[config.mk]
export PLATFORM = sky130hd
export DESIGN_NAME = rx_miss_counter
export DESIGN_NICKNAME = d
export VERILOG_FILES = /design/src/rtl/rx_miss_pkg.sv /design/src/rtl/miss_tally.sv /design/src/rtl/stat_packer.sv /design/src/rtl/rx_miss_counter.sv
export SDC_FILE = /design/constraint.sdc
export NUM_CORES = 1
export LEC_CHECK = 0
export BUFFER_PORTS_ARGS = -buffer_cell sky130_fd_sc_hd__buf_2
export CORE_MARGIN = 10
export CORE_UTILIZATION = 25
export CTS_CLUSTER_SIZE = 24
export DETAILED_ROUTE_END_ITERATION = 8
export PLACE_DENSITY = 0.53
export REMOVE_ABC_BUFFERS = 1
export SYNTH_ARGS = -nofsm -noshare
export SYNTH_HDL_FRONTEND = slang
export SYNTH_SLANG_ARGS = --single-unit
export TNS_END_PERCENT = 1
[constraint.sdc]
create_clock -name clk -period 2.68 [get_ports clk]
set_input_delay 0.536 -clock clk [delete_from_list [all_inputs] [get_ports clk]]
set_output_delay 0.536 -clock clk [all_outputs]
set_load 0.02 [all_outputs]
[src/rtl/rx_miss_pkg.sv]
package rx_miss_pkg;
  localparam int unsigned STAT_W = 32;
  typedef logic [STAT_W-1:0] stat_word_t;
endpackage

[src/rtl/miss_tally.sv]
module miss_tally #(
  parameter int unsigned CNT_W = 16
) (
  input  logic             clk,
  input  logic             rst_n,
  input  logic             hit_i,
  input  logic             clr_i,
  output logic [CNT_W-1:0] cnt_o,
  output logic             wrap_o
);
  localparam logic [CNT_W-1:0] CNT_MAX = {CNT_W{1'b1}};
  localparam logic [CNT_W-1:0] CNT_ONE = {{(CNT_W-1){1'b0}}, 1'b1};

  logic [CNT_W-1:0] cnt_q;
  logic             wrap_q;
  logic             at_max;

  assign at_max = (cnt_q == CNT_MAX);

  always_ff @(posedge clk or negedge rst_n) begin
    if (!rst_n) begin
      cnt_q  <= '0;
      wrap_q <= 1'b0;
    end else if (clr_i) begin
      // read clears, but a coincident hit is kept as the first new event
      cnt_q  <= hit_i ? CNT_ONE : '0;
      wrap_q <= 1'b0;
    end else if (hit_i) begin
      cnt_q <= at_max ? '0 : cnt_q + CNT_ONE;
      if (at_max) wrap_q <= 1'b1;
    end
  end

  assign cnt_o  = cnt_q;
  assign wrap_o = wrap_q;
endmodule

[src/rtl/stat_packer.sv]
module stat_packer
  import rx_miss_pkg::*;
#(
  parameter int unsigned BUF_W  = 16,
  parameter int unsigned FIFO_W = 11
) (
  input  logic [BUF_W-1:0]  buf_cnt_i,
  input  logic              buf_wrap_i,
  input  logic [FIFO_W-1:0] fifo_cnt_i,
  input  logic              fifo_wrap_i,
  output stat_word_t        word_o
);
  localparam int unsigned BUF_FLAG_POS  = BUF_W;
  localparam int unsigned FIFO_LO       = BUF_W + 1;
  localparam int unsigned FIFO_FLAG_POS = BUF_W + FIFO_W + 1;

  always_comb begin
    word_o = '0;
    word_o[BUF_W-1:0]                 = buf_cnt_i;
    word_o[BUF_FLAG_POS]              = buf_wrap_i;
    word_o[FIFO_LO +: FIFO_W]         = fifo_cnt_i;
    word_o[FIFO_FLAG_POS]             = fifo_wrap_i;
  end
endmodule

[src/rtl/rx_miss_counter.sv]
module rx_miss_counter
  import rx_miss_pkg::*;
#(
  parameter int unsigned BUF_W  = 16,
  parameter int unsigned FIFO_W = 11
) (
  input  logic              clk,
  input  logic              rst_n,
  input  logic              buf_miss_i,
  input  logic              fifo_miss_i,
  input  logic              rd_en_i,
  output logic [STAT_W-1:0] rd_data_o
);
  localparam int unsigned USED_W = BUF_W + FIFO_W + 2;

  logic [BUF_W-1:0]  buf_cnt;
  logic              buf_wrap;
  logic [FIFO_W-1:0] fifo_cnt;
  logic              fifo_wrap;
  stat_word_t        word;

  generate
    if (USED_W > STAT_W) begin : g_bad_layout
      initial $error("rx_miss_counter: fields exceed status word");
    end
  endgenerate

  miss_tally #(.CNT_W(BUF_W)) buf_tally_i (
    .clk    (clk),
    .rst_n  (rst_n),
    .hit_i  (buf_miss_i),
    .clr_i  (rd_en_i),
    .cnt_o  (buf_cnt),
    .wrap_o (buf_wrap)
  );

  miss_tally #(.CNT_W(FIFO_W)) fifo_tally_i (
    .clk    (clk),
    .rst_n  (rst_n),
    .hit_i  (fifo_miss_i),
    .clr_i  (rd_en_i),
    .cnt_o  (fifo_cnt),
    .wrap_o (fifo_wrap)
  );

  stat_packer #(.BUF_W(BUF_W), .FIFO_W(FIFO_W)) packer_i (
    .buf_cnt_i   (buf_cnt),
    .buf_wrap_i  (buf_wrap),
    .fifo_cnt_i  (fifo_cnt),
    .fifo_wrap_i (fifo_wrap),
    .word_o      (word)
  );

  assign rd_data_o = word;
endmodule

# Yosys cells after proc, flatten, opt, wreduce, memory -nomap -nowiden
# Index checks and enable logic that the tools add are counted.
# word_totals
out_inout_bits	32
wordCells	28
input_bits	5
reg_bits	29
# classes
n_addsub	2
n_eq_ne	2
n_mux	14
reduce_logical	6
# ops
operator	count
$mux W16	3
$mux W11	3
$add A16 B1 Y16 const B	1
$eq A16 B16 Y1 const B	1
$add A11 B1 Y11 const B	1
$eq A11 B11 Y1 const B	1
$mux W1	8
$reduce_bool A2 Y1	4
$reduce_and A2 Y1	2

# Logic depth before layout (Yosys ltp)
# logic_depth
depth_word	4
ltp_mapped	6
mapped_depth_nobuf	5

# Modules after synthesis
# A second synthesis with hierarchy kept.
# unflattened
hier_cells	191
area_unflattened_um2	1788.0
# by_module_without_submodules
module	seq_area_each_um2	n_inst	area_each_um2	cells_each
miss_tally (buf_tally_i)	425.4	1	890.9	94
miss_tally (fifo_tally_i)	300.3	1	653.1	64
stat_packer	0.0	1	244.0	33

# Worst setup path before layout
# OpenSTA, ideal clock, no wires.
# synth_timing
path_type	reg2reg
from	reg buf_tally_i.cnt_q[5], in the netlist buf_tally_i.cnt_o[5]
to	reg buf_tally_i.cnt_q[15], in the netlist buf_tally_i.cnt_o[15]
stages_incl_launch_ff	6
synth_period_minus_slack_ns	2.008
t_arrival_ns	1.931
t_required_ns	2.602
setup_slack_ns	0.672
setup_time_ns	0.078
path_buffers	1
cell_sequence	dfrtp_1 -> nand3_2 -> or4_1 -> buf_2 -> or4_1 -> a21oi_1
# synth_via
elab_chain_len	4
elab_cells_between_ends	5
classes_between	add/sub (1); eq/ne (1); mux (3)
# synth_lines
item	line_no	rtl
start, declared	miss_tally.sv:14	logic [CNT_W-1:0] cnt_q;
start signal, assigned	miss_tally.sv:26	cnt_q <= hit_i ? CNT_ONE : '0;
start signal, assigned	miss_tally.sv:29	cnt_q <= at_max ? '0 : cnt_q + CNT_ONE;
$add A16 B1 Y16 or $eq A16 B16 Y1 (tied branches)	miss_tally.sv:29, miss_tally.sv:18	
$mux W16 (*)	miss_tally.sv:29	
$mux W16 (*)	miss_tally.sv:28	end else if (hit_i) begin
$mux W16 (*)	miss_tally.sv:24	end else if (clr_i) begin
# Mark *: on every way between the ends. The rest lies on a longest branch, timed or not. The select of a mux whose other input is x is not followed.
# A chain may end at the register's enable or synchronous reset.

# Worst setup path after layout
# layout_timing
from	reg buf_tally_i.cnt_q[3], in the netlist buf_tally_i.cnt_o[3]
to	reg buf_tally_i.cnt_q[15], in the netlist buf_tally_i.cnt_o[15]
# Same word-level chain as after synthesis.

==> flow_summary.yaml <==
run_status:
  status: "finished, final reports clean"
grt:
  grt_pass1_vias: 1284
  grt_pass1_wl_mm: 6.368
  antenna_found_initial: 0
  grt_max_degree: 30
  grt_use_total_pct: 8.043
  overflow: 0
die:
  core_area_um2: 5851
  rows: 28
  start_util_pct: 25.41
  io_pins: 37
  die_area_um2: 9430
  die_h_um: 97.11
  dieWidth_um: 97.11
place:
  hpwl_mm: 2.729
  globalplace.congestion: 0.7591
  post-place-ws_ns: 0.6701
  portBuffers: 33
  placed_cell_area_um2: 1720
setup_path:
  cp-end-kind: "flop"
  crit_family: "simple AND/OR/NAND/NOR gates"
  rr_startpoint: "buf_tally_i.cnt_o[3]"
  crit_chain: "nand3_2 -> or4_1 -> or4_1 -> a21oi_1"
  r2r_end: "buf_tally_i.cnt_o[15]"
  crit_cells: 4
  crit_slowest_cell: "or4_1"
  path_class: "flop to flop"
  crit_top_cell: "or4_1"
  crit_arrival_ns: 2.21
  r2r_setup_slack_ns: 0.67
  path_max_fanout: 8
  critPathMaxStageDelay_ns: 0.69
  critPathRequiredTime_ns: 2.88
  reg2reg_depth: 4
  critPathLaunchType: "flop"
  path_buf_inv: 0
drt:
  ant_nets: 0
  wl_mm: 3.621
  drt-vias-per-instance: 4.560
  first_iter_violations: 79
  wl_per_cell_um: 13.26
  routed-via-count: 1245
  detail_route.first_pass.iterations: 4
  route.detailed.drc: 0
yosys:
  ys_seq_area_share_pct: 48.82
  ys.flop_type: "dfrtp_1"
  netlist_top_cells_area: "dfrtp_1, xnor2_1, nor2_1"
  synthesis.instances: 161
  synth_cell_type_count: 31
  yosys_warnings: 0
  yosys_register_bits: 29
  syn_area_um2: 1486
  synth_edf_count: 0
  yosys.area.top_type_share_pct: 48.82
  post_synth.cell_area_avg_um2: 9.232
  netlist.top_cell.by_area: "dfrtp_1"
  synth_async_sr_flop_share_pct: 100.0
sta:
  relSlewSlack_pct: 54.56
  grt_setup_unrepaired: "no"
  tightestPinTransition_ns: 0.6817
  fin_crit_sh_pct: 75.04
  max_freq_mhz: 497.3
  setup_violations: 0
  finalClockSkew_ns: 0.004310
  hold_violations: 0
  period_minus_slack_ns: 2.011
  slew_violations: 0
  setup-tns-final_ns: 0
  timing.final.ws_setup_ns: 0.6689
cells_and_area:
  syn_to_final_growth_pct: 22.56
  layout.nets: 204
  drive_gt1_share_pct: 24.24
  fin_area_um2: 1822
  final_common_cell: "buf_2"
  antenna_cells: 0
  layout_common_cells: "buf_2, dfrtp_1, nor2_1"
run:
  max-cap-violations: 0
cts:
  cts_buffers: 5
  clk_latency_ns: 0.27
  post_cts_buffers: 0
  cts_root_buf: "clkbuf_8"
  cts_tree: "yes"
  hold_buffers: 0
  clk_path_buf_depth: 2
  clock-sinks: 29
  cts_resized: 0
  ctsHtreeMaxLevel: 2
  clk_pin_slew_ns: 0.06
pwr:
  power.switching_mw: 0.2189
  power_density_nw_per_um2: 502.8
  power_frac_seq_pct: 49.8
  switching_share_pct: 23.90
  combPwrFrac_pct: 7.4
  internal_power_mw: 0.6970
  ir_drop_mv: 0.2176
  p_clk_share_pct: 42.8
  p_leak_nw: 0.8092
hold_path:
  hold_class: "input port to asynchronous set/reset pin"
==> how the worst max path moves through the flow <==
stage | startpoint | end | slack [ns]
global placement | buf_tally_i.cnt_o[3] | buf_tally_i.cnt_o[15] | 0.68
floorplan | buf_tally_i.cnt_o[5] | buf_tally_i.cnt_o[10] | 0.61
CTS | buf_tally_i.cnt_o[3] | buf_tally_i.cnt_o[15] | 0.65
global route | buf_tally_i.cnt_o[3] | buf_tally_i.cnt_o[15] | 0.53
detailed placement | buf_tally_i.cnt_o[3] | buf_tally_i.cnt_o[15] | 0.67
finish | buf_tally_i.cnt_o[3] | buf_tally_i.cnt_o[15] | 0.67
==> area by class of cell <==
class / instances / area [um2]
fill: 634 / 4029
inverter: 8 / 30.03
tap: 75 / 93.84
multi-input combinational: 117 / 683.2
clock inverter: 1 / 5.005
sequential: 29 / 725.7
clock buffer: 7 / 96.34
timing repair buffer: 36 / 187.7
==> synth_stat cells, types with 3 or more instances <==
cell type	count
a21oi_1	7
nand4_1	3
or3_1	5
dfrtp_1	29
nor3_1	5
xnor2_1	14
buf_4	5
or2_2	3
inv_1	8
xor2_1	4
nand2_1	14
nor4_1	6
nand3_1	7
o21ai_0	4
nor2_1	25
==> power by group through the flow <==
stage               combinational, mW  clock, mW  sequential [mW]
floorplan                      0.0253          0            0.471
global placement               0.0687          0            0.464
detailed placement             0.0697          0            0.464
CTS                            0.0700      0.407            0.456
global route                   0.0778      0.435            0.457
finish                         0.0682      0.392            0.456
==> routing by layer <==
metal	vias up	GRT usage, %	part of all wire, %
met5	-	0	0
li1	617	-	-
met1	589	9.799	45
met3	5	3.841	9.3
met4	0	3.065	1.0
met2	34	11.93	45
==> per-stage QoR <==
step / total power, mW / util (%) / hold slack, ns / std cells
floorplan: 0.4967 / - / 0.2404 / 154
global placement: 0.5327 / 29.41 / 0.5026 / 265
detailed placement: 0.5340 / 29.41 / 0.4916 / 265
CTS: 0.9334 / 31.14 / 0.3134 / 273
global route: 0.9703 / 31.14 / 0.3474 / 273
finish: 0.9159 / 31.14 / 0.3001 / 273
==> flip-flops by register name (all words and copies together), names as in the netlist <==
| register | count |
|---|---|
| buf_tally_i.cnt_o | 16 |
| fifo_tally_i.cnt_o | 11 |
| fifo_tally_i.wrap_o | 1 |
| buf_tally_i.wrap_o | 1 |
==> cell families (layout without fill, tap and decap cells) <==
kind of cell | Yosys count | after routing | share of synthesized area [%]
adders and majority gates | 2 | 2 | 1.683
AOI/OAI and AO/OA | 22 | 22 | 9.680
and+or+nand+nor | 72 | 72 | 23.23
other | 1 | 3 | 0.2523
DFF | 29 | 29 | 48.82
buffers and inverters | 17 | 52 | 5.724
xor gates and xnor gates | 18 | 18 | 10.61
Note: power is estimated with default switching activity, not from simulation.
